<file path="src/rtl/mdio_mgmt_pkg.sv">
package mdio_mgmt_pkg;

   typedef enum logic [1:0] {
      MOP_RSV_LO = 2'b00,
      MOP_WRITE  = 2'b01,
      MOP_READ   = 2'b10,
      MOP_RSV_HI = 2'b11
   } mgmt_op_e;

   localparam int ADDR_W    = 5;
   localparam int DATA_W    = 16;
   localparam int RNUM_LSB  = 16;
   localparam int PADDR_LSB = 21;
   localparam int OP_LSB    = 26;
   localparam int READY_BIT = 28;
   localparam int IEN_BIT   = 29;

   typedef struct packed {
      logic              ien;
      mgmt_op_e          op;
      logic [ADDR_W-1:0] phy;
      logic [ADDR_W-1:0] rnum;
      logic [DATA_W-1:0] data;
   } mgmt_cmd_t;

endpackage

</file>
<file path="src/rtl/mdio_mdc_gen.sv">
module mdio_mdc_gen #(
   parameter int HALF_DIV = 10
) (
   input  logic clk,
   input  logic rst_n,
   input  logic run,
   output logic mdc,
   output logic rise,
   output logic fall
);

   logic tick;

   generate
      if (HALF_DIV < 1) begin : g_bad_div
         $error("HALF_DIV must be at least 1");
      end

      if (HALF_DIV == 1) begin : g_every_cycle
         assign tick = run;
      end else begin : g_counter
         localparam int CW = $clog2(HALF_DIV);
         localparam logic [CW-1:0] LAST = CW'(HALF_DIV - 1);
         logic [CW-1:0] cnt;

         always_ff @(posedge clk or negedge rst_n) begin
            if (!rst_n)          cnt <= '0;
            else if (!run)       cnt <= '0;
            else if (cnt == LAST) cnt <= '0;
            else                 cnt <= cnt + 1'b1;
         end

         assign tick = run && (cnt == LAST);

         AST_DIV_NO_OVERFLOW: assert property (@(posedge clk) disable iff (!rst_n)
            !run |=> cnt == '0);
      end
   endgenerate

   always_ff @(posedge clk or negedge rst_n) begin
      if (!rst_n)    mdc <= 1'b0;
      else if (!run) mdc <= 1'b0;
      else if (tick) mdc <= ~mdc;
   end

   assign rise = tick & ~mdc;
   assign fall = tick &  mdc;

endmodule

</file>
<file path="src/rtl/mdio_frame_engine.sv">
module mdio_frame_engine
   import mdio_mgmt_pkg::*;
#(
   parameter int PRE_LEN = 32
) (
   input  logic              clk,
   input  logic              rst_n,
   input  logic              start,
   input  mgmt_op_e          start_op,
   input  logic [ADDR_W-1:0] start_phy,
   input  logic [ADDR_W-1:0] start_rnum,
   input  logic [DATA_W-1:0] start_data,
   input  logic              rise,
   input  logic              fall,
   input  logic              mdio_i,
   output logic              busy,
   output logic              done,
   output logic [DATA_W-1:0] rx_data,
   output logic              mdio_o,
   output logic              mdio_oe
);

   localparam int NBITS = PRE_LEN + 32;
   localparam int IW    = $clog2(NBITS);
   localparam logic [IW-1:0] LAST_IDX = IW'(NBITS - 1);
   localparam logic [IW-1:0] TA_IDX   = IW'(PRE_LEN + 14);
   localparam logic [IW-1:0] RX_IDX   = IW'(PRE_LEN + 16);

   generate
      if (PRE_LEN < 1 || PRE_LEN > 64) begin : g_bad_pre
         $error("PRE_LEN must lie in 1..64");
      end
   endgenerate

   logic [NBITS-1:0] tx_sr;
   logic [IW-1:0]    idx;
   logic             is_rd;

   assign done    = busy && fall && (idx == LAST_IDX);
   assign mdio_o  = busy & tx_sr[NBITS-1];
   assign mdio_oe = busy && (!is_rd || (idx < TA_IDX));

   always_ff @(posedge clk or negedge rst_n) begin
      if (!rst_n) begin
         busy  <= 1'b0;
         idx   <= '0;
         is_rd <= 1'b0;
         tx_sr <= '0;
      end else if (start && !busy) begin
         busy  <= 1'b1;
         idx   <= '0;
         is_rd <= (start_op == MOP_READ);
         tx_sr <= {{PRE_LEN{1'b1}}, 2'b01, start_op, start_phy, start_rnum,
                   2'b10, start_data};
      end else if (busy && fall) begin
         if (idx == LAST_IDX) begin
            busy <= 1'b0;
         end else begin
            idx   <= idx + 1'b1;
            tx_sr <= {tx_sr[NBITS-2:0], 1'b0};
         end
      end
   end

   always_ff @(posedge clk or negedge rst_n) begin
      if (!rst_n)
         rx_data <= '0;
      else if (busy && rise && is_rd && (idx >= RX_IDX))
         rx_data <= {rx_data[DATA_W-2:0], mdio_i};
   end

   AST_IDX_BOUND: assert property (@(posedge clk) disable iff (!rst_n)
      busy |-> idx <= LAST_IDX);

   AST_RD_RELEASE: assert property (@(posedge clk) disable iff (!rst_n)
      (busy && is_rd && $past(busy) && !$past(mdio_oe)) |-> !mdio_oe);

endmodule

</file>
<file path="src/rtl/mdio_mgmt_ctrl.sv">
module mdio_mgmt_ctrl
   import mdio_mgmt_pkg::*;
#(
   parameter int HALF_DIV = 10,
   parameter int PRE_LEN  = 32
) (
   input  logic        clk,
   input  logic        rst_n,
   input  logic        reg_wr,
   input  logic [31:0] reg_wdata,
   output logic [31:0] reg_rdata,
   output logic        irq,
   output logic        mdc,
   output logic        mdio_o,
   output logic        mdio_oe,
   input  logic        mdio_i
);

   mgmt_cmd_t         cmd_q;
   mgmt_cmd_t         cmd_in;
   logic              ready_q;
   logic              busy;
   logic              done;
   logic              mdc_rise;
   logic              mdc_fall;
   logic [DATA_W-1:0] rx_data;
   logic              accept;
   logic              op_valid;

   assign cmd_in.ien  = reg_wdata[IEN_BIT];
   assign cmd_in.op   = mgmt_op_e'(reg_wdata[OP_LSB +: 2]);
   assign cmd_in.phy  = reg_wdata[PADDR_LSB +: ADDR_W];
   assign cmd_in.rnum = reg_wdata[RNUM_LSB +: ADDR_W];
   assign cmd_in.data = reg_wdata[DATA_W-1:0];

   assign accept   = reg_wr && !busy;
   assign op_valid = (cmd_in.op == MOP_WRITE) || (cmd_in.op == MOP_READ);

   always_ff @(posedge clk or negedge rst_n) begin
      if (!rst_n) begin
         cmd_q   <= '0;
         ready_q <= 1'b0;
         irq     <= 1'b0;
      end else if (accept) begin
         cmd_q   <= cmd_in;
         ready_q <= !op_valid;
         irq     <= !op_valid && cmd_in.ien;
      end else if (done) begin
         ready_q <= 1'b1;
         irq     <= cmd_q.ien;
         if (cmd_q.op == MOP_READ) cmd_q.data <= rx_data;
      end
   end

   assign reg_rdata = {2'b00, cmd_q.ien, ready_q, cmd_q.op, cmd_q.phy,
                       cmd_q.rnum, cmd_q.data};

   mdio_mdc_gen #(.HALF_DIV(HALF_DIV)) u_mdc (
      .clk  (clk),
      .rst_n(rst_n),
      .run  (busy),
      .mdc  (mdc),
      .rise (mdc_rise),
      .fall (mdc_fall)
   );

   mdio_frame_engine #(.PRE_LEN(PRE_LEN)) u_frame (
      .clk       (clk),
      .rst_n     (rst_n),
      .start     (accept && op_valid),
      .start_op  (cmd_in.op),
      .start_phy (cmd_in.phy),
      .start_rnum(cmd_in.rnum),
      .start_data(cmd_in.data),
      .rise      (mdc_rise),
      .fall      (mdc_fall),
      .mdio_i    (mdio_i),
      .busy      (busy),
      .done      (done),
      .rx_data   (rx_data),
      .mdio_o    (mdio_o),
      .mdio_oe   (mdio_oe)
   );

   AST_IDLE_QUIET: assert property (@(posedge clk) disable iff (!rst_n)
      !busy |-> (!mdc && !mdio_oe));

   AST_READY_CLEARED: assert property (@(posedge clk) disable iff (!rst_n)
      (reg_wr && !busy && op_valid) |=> (!reg_rdata[READY_BIT] && busy));

   AST_RSV_IMMEDIATE: assert property (@(posedge clk) disable iff (!rst_n)
      (reg_wr && !busy && !op_valid) |=> (reg_rdata[READY_BIT] && !busy));

   AST_BUSY_WR_IGNORED: assert property (@(posedge clk) disable iff (!rst_n)
      (reg_wr && busy && !done) |=> $stable({reg_rdata[IEN_BIT], reg_rdata[27:16]}));

   AST_IRQ_HOLD: assert property (@(posedge clk) disable iff (!rst_n)
      (irq && !reg_wr) |=> irq);

   AST_IRQ_WITH_READY: assert property (@(posedge clk) disable iff (!rst_n)
      irq |-> reg_rdata[READY_BIT]);

   AST_DRIVE_ON_FALL: assert property (@(posedge clk) disable iff (!rst_n)
      (busy && $past(busy) && !$stable(mdio_o)) |-> $fell(mdc));

endmodule

</file>
<file path="config.mk">
export PLATFORM = sky130hd
export DESIGN_NAME = mdio_mgmt_ctrl
export DESIGN_NICKNAME = d
export VERILOG_FILES = /design/src/rtl/mdio_mgmt_pkg.sv /design/src/rtl/mdio_mdc_gen.sv /design/src/rtl/mdio_frame_engine.sv /design/src/rtl/mdio_mgmt_ctrl.sv
export SDC_FILE = /design/constraint.sdc
export NUM_CORES = 1
export LEC_CHECK = 0
export CAP_MARGIN = 10
export CELL_PAD_IN_SITES_DETAIL_PLACEMENT = 0
export CELL_PAD_IN_SITES_GLOBAL_PLACEMENT = 1
export CORE_UTILIZATION = 35
export DETAILED_ROUTE_END_ITERATION = 16
export GPL_TIMING_DRIVEN = 0
export PLACE_DENSITY = 0.66
export SYNTH_ARGS = -nofsm -noshare
export SYNTH_HDL_FRONTEND = slang
export SYNTH_SLANG_ARGS = --single-unit
</file>
<file path="constraint.sdc">
create_clock -name clk -period 2.7 [get_ports clk]
set_input_delay 0.54 -clock clk [delete_from_list [all_inputs] [get_ports clk]]
set_output_delay 0.54 -clock clk [all_outputs]
set_load 0.005 [all_outputs]
</file>
-- Word level (Yosys, flattened, before mapping)
Cells that the tools add are included.
- bits of input ports: 36
- register bits after elaboration: 124
- logic and storage cells: 72
- output and inout bits: 36
- muxes and demuxes: 20
- magnitude comparators: 2
- bitwise logic cells: 4
- add/subtract/negate cells: 2
- reductions and logical operators: 23
- eq/ne operators: 7
- operator list (operator ; count):
    two-way mux 64 bit ; 3
    two-way mux 16 bit ; 3
    two-way mux 6 bit ; 3
    logical AND 1 bit ; 11
    two-way mux 1 bit ; 9
    two-way mux 4 bit ; 2
    nonzero test 2 bit ; 4
    adder 6 x 1 -> 6 bit, second input constant ; 1
    == test 6 bit, second input constant ; 1
    greater-or-equal comparator 6 bit, second input constant ; 1
    less-than comparator 6 bit, second input constant ; 1
    AND reduction 2 bit ; 3
    adder 4 x 1 -> 4 bit, second input constant ; 1
    == test 2 bit, second input constant ; 2
    == test 4 bit, second input constant ; 1
    AND 1 bit ; 3
    logical NOT 1 bit ; 3
    == test 2 x 1 -> 1 bit, second input constant ; 1
    logical OR 1 bit ; 2
    inequality test 2 x 1 -> 1 bit, second input constant ; 1
    inequality test 2 bit, second input constant ; 1
    NOT 1 bit ; 1

-- Logic depth before layout (Yosys ltp)
Gate-level depths: netlist of the first run.
- depth in word-level cells: 7
- mapped depth: 8
- mapped depth without buffers: 6

-- Cells and area by module
Synthesis of the first run repeated with hierarchy kept, for this count alone.
- cell total of the unflattened synthesis: 512
- area total of the unflattened synthesis: 5695.5 µm²
- modules (own cells, without submodules) (module ; sequential area each (µm²) ; cells each ; area an instance (µm²) ; instances):
    mdio_frame_engine ; 2202.1 ; 364 ; 3871.2 ; 1
    mdio_mgmt_ctrl ; 775.7 ; 123 ; 1564.0 ; 1
    mdio_mdc_gen ; 125.1 ; 25 ; 260.2 ; 1

-- Worst setup path after synthesis of the first run
Ideal clock, no wire load.
- path type: reg2reg
- start point: register u_mdc.g_counter.cnt[1]
- end point: register cmd_q, in the netlist reg_rdata[10]
- data required time: 2575 ps
- path slack: 526 ps
- period minus slack after synthesis: 2174 ps
- data arrival time: 2049 ps
- setup time: 125 ps
- buffers on the path: 2
- stages on the path, launching flop included: 9
- cell sequence: dfrtp_1 inv_1 ha_1 nand4b_2 or4_4 o31a_1 buf_6 buf_12 mux2_4
- word-level cells in the longest chain between the ends: 7
- RTL lines (what ; RTL line ; source):
    start: declaration ; mdio_mdc_gen.sv:24 ; logic [CW-1:0] cnt;
    start signal: assignment ; mdio_mdc_gen.sv:30 ; else cnt <= cnt + 1'b1;
    == test 4 bit ; mdio_mdc_gen.sv:33 ; assign tick = run && (cnt == LAST);
    logical AND 1 bit ; mdio_mdc_gen.sv:33 ;
    AND 1 bit ; mdio_mdc_gen.sv:47 ; assign fall = tick & mdc;
    logical AND 1 bit (2 in series) ; mdio_frame_engine.sv:39 ; assign done = busy && fall && (idx == LAST_IDX);
    nonzero test 2 bit (no source line) ; -- ;
    AND reduction 2 bit (no source line) ; -- ;
    end signal: assignment ; mdio_mgmt_ctrl.sv:45 ; cmd_q <= cmd_in;
    end: declaration ; mdio_mgmt_ctrl.sv:19 ; mgmt_cmd_t cmd_q;
No other way between the ends.
A chain may end at the register's enable or synchronous reset.

-- Worst setup path after layout of the first run
- start point: input reg_wdata[26]
- end point: register u_frame.tx_sr[15]
- word-level cells in the longest chain between the ends: 6
- elaborated cells between the ends (all ways): 9
- classes of those cells: 3 x eq/ne; 1 x mux; 5 x reduce/logical
- RTL lines (what ; RTL line ; source):
    start: declaration ; mdio_mgmt_ctrl.sv:10 ; input logic [31:0] reg_wdata,
    == test 2 x 1 -> 1 bit or == test 2 bit (tied branches) ; mdio_mgmt_ctrl.sv:37 ; assign op_valid = (cmd_in.op == MOP_WRITE) || (cmd_in.op == MOP_READ);
    logical OR 1 bit * ; mdio_mgmt_ctrl.sv:37 ;
    logical AND 1 bit * ; mdio_mgmt_ctrl.sv:70 ; .start (accept && op_valid),
    logical AND 1 bit * ; mdio_frame_engine.sv:49 ; end else if (start && !busy) begin
    inequality test 2 x 1 -> 1 bit (no source line) or nonzero test 2 bit (tied branches) ; -- ;
    AND reduction 2 bit (no source line) ; -- ;
    end signal: assignment ; mdio_frame_engine.sv:53 ; tx_sr <= {{PRE_LEN{1'b1}}, 2'b01, start_op, start_phy, start_rnum,
    end signal: assignment ; mdio_frame_engine.sv:60 ; tx_sr <= {tx_sr[NBITS-2:0], 1'b0};
    end: declaration ; mdio_frame_engine.sv:35 ; logic [NBITS-1:0] tx_sr;
Every way passes the cells marked *; elsewhere a longest branch is shown, timed or not.

==> impl_metrics.env, run 1 <==
export IMPL_dpl_hpwl_um=8400
export IMPL_finalNetCount=646
export IMPL_grt_start_max_net_pins=98
export IMPL_crit_fanout=10
export IMPL_synth_avg_cell_area_um2=10.4
export IMPL_dieArea_um2=15800
export IMPL_worst_pin_slew_ps=556
export IMPL_antenna_found_initial=0
export IMPL_holdWs_ps=479
export IMPL_drive_gt1_frac=0.129
export IMPL_ys_ff_latch=124
export IMPL_diodes=0
export IMPL_outcome="completed"
export IMPL_p_leak_nw=3.28
export IMPL_layout_common_cells="177 x nand2_1, 124 x dfrtp_1, 65 x clkdlybuf4s50_1, 43 x nand3_1, 28 x clkbuf_1"
export IMPL_finalSetupViolations=0
export IMPL_drt_pre_antenna_iters=5
export IMPL_arrival_ps=2780
export IMPL_areaGrowthSynthToFinish_pct=28.8
export IMPL_clk_path_buf_depth=2
export IMPL_grt_pass1_vias=4051
export IMPL_yosysWarnings=0
export IMPL_worstRegToRegCells=8
export IMPL_wl_um=12600
export IMPL_required_ps=3050
export IMPL_fp_dieH_um=126
export IMPL_end_kind="flop"
export IMPL_grt_usage=0.171
export IMPL_synth_async_sr_flop_share=1.00
export IMPL_die_w_um=126
export IMPL_routabilityCongestion=0.753
export IMPL_routed_via_count=4005
export IMPL_design_area_um2=6910
export IMPL_crit_type="input port to flop"
export IMPL_rsz0062_at_grt="false"
export IMPL_grt_ovfl_total=0
export IMPL_drt_drc_violations_left=0
export IMPL_hp_class="flop to flop"
export IMPL_cts_max_level=4
export IMPL_synth_sequential_area_ratio=0.579
export IMPL_grt_pass1_wl_um=20900
export IMPL_dp_cells=770
export IMPL_ys_flop_type="dfrtp_1"
export IMPL_fmax_ghz=0.411
export IMPL_routed_via_density=4.99
export IMPL_core_area_um2=14800
export IMPL_power_density_nw_per_um2=693
export IMPL_initial_core_util=0.363
export IMPL_cts_tree="done"
export IMPL_cts_root_buf="clkbuf_16"
export IMPL_fin_cells=802
export IMPL_slew_viol_final=0
export IMPL_synthesis_instances=518
export IMPL_whs_path_depth=2
export IMPL_finalCriticalPeriod_ps=2440
export IMPL_tns_ps=0
export IMPL_clk_latency_ps=410
export IMPL_place_area_um2=6290
export IMPL_numCtsBuffers=17
export IMPL_finalCritPeriodShare=0.902
export IMPL_irDropWorstVdd_v=0.000458
export IMPL_critPathLaunchType="input port"
export IMPL_netlist_area_um2=5360
export IMPL_final_hold_violation_count=0
export IMPL_pin_count=72
export IMPL_row_count=44
export IMPL_synth_edf_count=0
export IMPL_slew_headroom=0.630
export IMPL_cts_sinks=124
export IMPL_first_iter_violations=265
export IMPL_fin_skew_ps=6.15
export IMPL_path_clk_slew_ps=50
export IMPL_ant_nets=0
export IMPL_port_buffers=66
export IMPL_cap_viol_max_count=0
export IMPL_layout_commonest_cell="nand2_1"
export IMPL_wl_per_cell_um=15.7
export IMPL_ys_types=43
[kinds of logic (layout without fill, tap and decap cells)]
family / after synthesis / after routing / share of synthesized area
adder cells (fa/ha/maj): 4 / 4 / 0.00933
AND/OR/NAND/NOR: 267 / 267 / 0.224
multiplexers: 35 / 35 / 0.0798
AO/OA/AOI/OAI: 43 / 43 / 0.0667
other: 1 / 2 / 0.000699
flip-flops: 124 / 124 / 0.579
buffers and inverters: 41 / 140 / 0.0364
XOR/XNOR: 3 / 3 / 0.00490
[layer usage]
metal | up-vias | global-route usage | share of wire
met3 | 10 | 0.0395 | 0.035
li1 | 1931 | - | -
met1 | 1980 | 0.230 | 0.49
met5 | - | 0 | 0
met2 | 84 | 0.269 | 0.47
met4 | 0 | 0.0638 | 0.0099
[final timing paths]
kind / to / startpoint / slack, ps
worst max-delay path: u_frame.tx_sr[15] / reg_wdata[26] / 260
worst min-delay path: reg_rdata[24] / reg_rdata[24] / 480
worst max register to register: u_frame.tx_sr[63] / u_mdc.g_counter.cnt[1] / 280
worst min register to register: reg_rdata[24] / reg_rdata[24] / 480
max in group asynchronous: u_frame.idx[5] / rst_n / 1360
min in group asynchronous: reg_rdata[8] / rst_n / 570
[flip-flops by register name (all words and copies together) (netlist names)]
| register | cells |
|---|---|
| reg_rdata | 29 |
| irq | 1 |
| u_frame.tx_sr | 64 |
| u_frame.is_rd | 1 |
| u_frame.busy | 1 |
| u_mdc.mdc | 1 |
| u_frame.idx | 6 |
| ready_q | 1 |
| u_mdc.g_counter.cnt | 4 |
| u_frame.rx_data | 16 |
[power breakdown]
group | leakage (nW) | switching (mW) | total (mW) | internal, mW
logic | 1.52 | 0.204 | 0.445 | 0.241
registers | 1.46 | 0.0742 | 2.03 | 1.95
clock network | 0.297 | 0.801 | 2.31 | 1.51
total | 3.28 | 1.08 | 4.78 | 3.70
[final cells by class]
type	count	area, um^2
Clock inverter	8	115
Sequential cell	124	3100
Buffer	37	183
Fill cell	1377	7850
Clock buffer	23	478
Timing Repair Buffer	68	699
Tap cell	184	230
Multi-Input combinational cell	354	2080
Inverter	4	15.0
[metrics by stage]
| stage | setup slack (ps) | total power [mW] | utilization |
|---|---|---|---|
| 2_1_floorplan | 526 | 2.27 | - |
| 3_3_place_gp | -3880 | 2.48 | 0.424 |
| 3_5_place_dp | -160 | 2.50 | 0.426 |
| 4_1_cts | 108 | 4.84 | 0.467 |
| 5_1_grt | 70.8 | 4.97 | 0.468 |
| 6_report | 264 | 4.78 | 0.468 |
[timing repair]
action | in CTS | in global routing
hold buffers | 1 | 0
endpoints found under the setup margin | 11 | 27
setup buffers | 0 | 0
gates resized for setup | 1 | 5
endpoints found under the hold margin | 27 | 0
pin swaps | 0 | 0
[worst max-delay path, cell delays in order]
cell	delay, ps
clkdlybuf4s50_1	510
inv_1	90
ha_1	350
nand2b_1	170
clkbuf_1	440
buf_1	430
nand3_1	140
nand3_1	100
[synthesized netlist by cell type (2+ instances only)]
library cell / n / share of area
mux2_4: 10 / 0.028
a31oi_1: 2 / 0.0023
nand3_1: 43 / 0.040
o211ai_1: 3 / 0.0042
a21oi_1: 7 / 0.0065
ha_1: 4 / 0.0093
buf_2: 2 / 0.0019
mux2_2: 22 / 0.046
nand2_1: 177 / 0.12
nor2_1: 5 / 0.0035
clkbuf_1: 27 / 0.019
buf_4: 4 / 0.0056
o21ai_0: 3 / 0.0028
and2_1: 2 / 0.0023
mux2i_1: 3 / 0.0056
inv_1: 3 / 0.0021
buf_1: 2 / 0.0014
and3_1: 24 / 0.028
a221o_1: 24 / 0.045
xnor2_1: 3 / 0.0049
dfrtp_1: 124 / 0.58
nor2b_1: 3 / 0.0035
(Power assumes the default switching activity.)
==> inputs of run 2 (changes only) <==
MAX_ROUTING_LAYER = met4   (was not set)
SLEW_MARGIN = 5   (was not set)
==> run 2 against run 1 <==
Net effect: setup slack worse by 59 ps; hold slack worse by 390 ps; clock skew is 2.0 ps higher; die area stayed put; via count hardly changed; first-iteration DRC count is 17% higher; critical endpoint is now u_frame.tx_sr[60].
==> impl_metrics.env, run 2 (synthesis gave the netlist of run 1 again) <==
export IMPL_outcome="completed"
export IMPL_end_kind="flop"
export IMPL_drt_drc_violations_left=0
export IMPL_arrival_ps=2840
export IMPL_grt_pass1_wl_um=20900
export IMPL_clk_path_buf_depth=2
export IMPL_grt_ovfl_total=0
export IMPL_initial_core_util=0.363
export IMPL_holdWs_ps=86.9
export IMPL_design_area_um2=6900
export IMPL_dpl_hpwl_um=8440
export IMPL_cts_tree="done"
export IMPL_top_register="u_frame.tx_sr"
export IMPL_clockPowerShare=0.479
export IMPL_finalSetupViolations=0
export IMPL_routed_via_count=4008
export IMPL_worst_pin_slew_ps=544
export IMPL_switching_share=0.230
export IMPL_post_route_util=0.468
export IMPL_final_setup_worst_slack_ps=206
export IMPL_cts_sinks=124
export IMPL_rsz0062_at_grt="false"
export IMPL_crit_fanout=10
export IMPL_cts_max_level=4
export IMPL_fillerInstances=1376
export IMPL_first_iter_violations=310
export IMPL_die_w_um=126
export IMPL_p_sw_mw=1.09
export IMPL_row_count=44
export IMPL_finalNetCount=645
export IMPL_finalCritPeriodShare=0.924
export IMPL_p_leak_nw=3.28
export IMPL_pin_count=72
export IMPL_routed_via_density=5.00
export IMPL_cts_setup_buffers=0
export IMPL_finalCriticalPeriod_ps=2490
export IMPL_fp_dieH_um=126
export IMPL_core_area_um2=14800
export IMPL_slew_viol_final=0
export IMPL_drt_pre_antenna_iters=5
export IMPL_layout_common_cells="177 x nand2_1, 124 x dfrtp_1, 65 x clkdlybuf4s50_1, 43 x nand3_1, 28 x clkbuf_1"
export IMPL_drive_gt1_frac=0.131
export IMPL_place_area_um2=6290
export IMPL_pwr_share_seq=0.428
export IMPL_slew_headroom=0.636
export IMPL_comb_power_share=0.094
export IMPL_routabilityCongestion=0.763
export IMPL_path_clk_slew_ps=50
export IMPL_p_int_mw=3.65
export IMPL_ant_nets=0
export IMPL_grt_start_max_net_pins=72
export IMPL_irDropWorstVdd_v=0.000443
export IMPL_layout_commonest_cell="nand2_1"
export IMPL_power_density_nw_per_um2=687
export IMPL_crit_type="flop to flop"
export IMPL_wl_um=12600
export IMPL_numCtsBuffers=17
export IMPL_hp_class="input port to asynchronous set/reset pin"
export IMPL_preCtsSetupSlack_ps=-147
export IMPL_areaGrowthSynthToFinish_pct=28.6
export IMPL_grt_usage=0.177
export IMPL_fin_skew_ps=8.17
export IMPL_critPathLaunchType="flop"
export IMPL_grt_pass1_vias=4060
export IMPL_diodes=0
export IMPL_final_hold_violation_count=0
export IMPL_port_buffers=66
export IMPL_required_ps=3040
export IMPL_clk_latency_ps=420
export IMPL_dieArea_um2=15800
export IMPL_antenna_found_initial=0
export IMPL_wl_per_cell_um=15.8
export IMPL_fmax_ghz=0.401
export IMPL_largest_reg_flops=64
export IMPL_cts_root_buf="clkbuf_16"
export IMPL_cap_viol_max_count=0
-- run 2: final timing paths --
check	from	end	slack [ps]	depth (start not counted)
worst max-delay path	u_mdc.g_counter.cnt[1]	u_frame.tx_sr[60]	210	8
worst min-delay path	rst_n	reg_rdata[8]	90	1
worst max register to register	u_mdc.g_counter.cnt[1]	u_frame.tx_sr[60]	210	8
worst min register to register	reg_rdata[20]	reg_rdata[20]	480	2
max in group asynchronous	rst_n	u_frame.idx[5]	1880	2
min in group clk	reg_rdata[20]	reg_rdata[20]	480	2
-- run 2: through the flow --
step | instances | TNS [ps] | power [mW]
after floorplan | 519 | 0 | 2.27
after global placement | 769 | -483440 | 2.48
after detailed placement | 770 | -3860 | 2.50
after CTS | 802 | 0 | 4.79
after global routing | 802 | 0 | 4.92
final | 802 | 0 | 4.74
-- run 2: final cells by class --
type                            count  area (um^2)  share of cell area
Sequential cell                   124         3100               0.450
Multi-Input combinational cell    354         2080               0.302
Timing Repair Buffer               67          689              0.0999
Clock buffer                       27          543              0.0787
Tap cell                          184          230              0.0334
Buffer                             37          181              0.0263
Clock inverter                      5         52.6             0.00762
Inverter                            4         15.0             0.00218
-- run 2: critical path, stage by stage, from the launching register on --
cell	delay, ps
dfrtp_1	390
inv_1	60
ha_1	230
nand4b_2	220
a311oi_2	530
clkbuf_2	350
clkbuf_1	430
nand2_1	110
nand3_1	100
-- run 2: routing by layer --
| metal | wire (um) | vias to the layer above | share of wire | GRT usage |
|---|---|---|---|---|
| met5 | 0 | - | 0 | - |
| met4 | 188 | 0 | 0.015 | 0.0680 |
| met3 | 416 | 19 | 0.033 | 0.0382 |
| met2 | 5850 | 77 | 0.46 | 0.272 |
| met1 | 6180 | 1985 | 0.49 | 0.228 |
| li1 | - | 1927 | - | - |
-- run 2: power groups by stage --
stage / Clock [mW] / Combinational, mW / Sequential [mW]
final: 2.27 / 0.444 / 2.03
after global routing: 2.39 / 0.497 / 2.04
after CTS: 2.32 / 0.449 / 2.03
after detailed placement: 0 / 0.443 / 2.06
after global placement: 0 / 0.430 / 2.05
after floorplan: 0 / 0.232 / 2.04
-- run 2: timing repair --
item	4_1_cts	5_1_grt
hold buffers	0	0
endpoints found under the setup margin	30	39
gates resized for setup	1	3
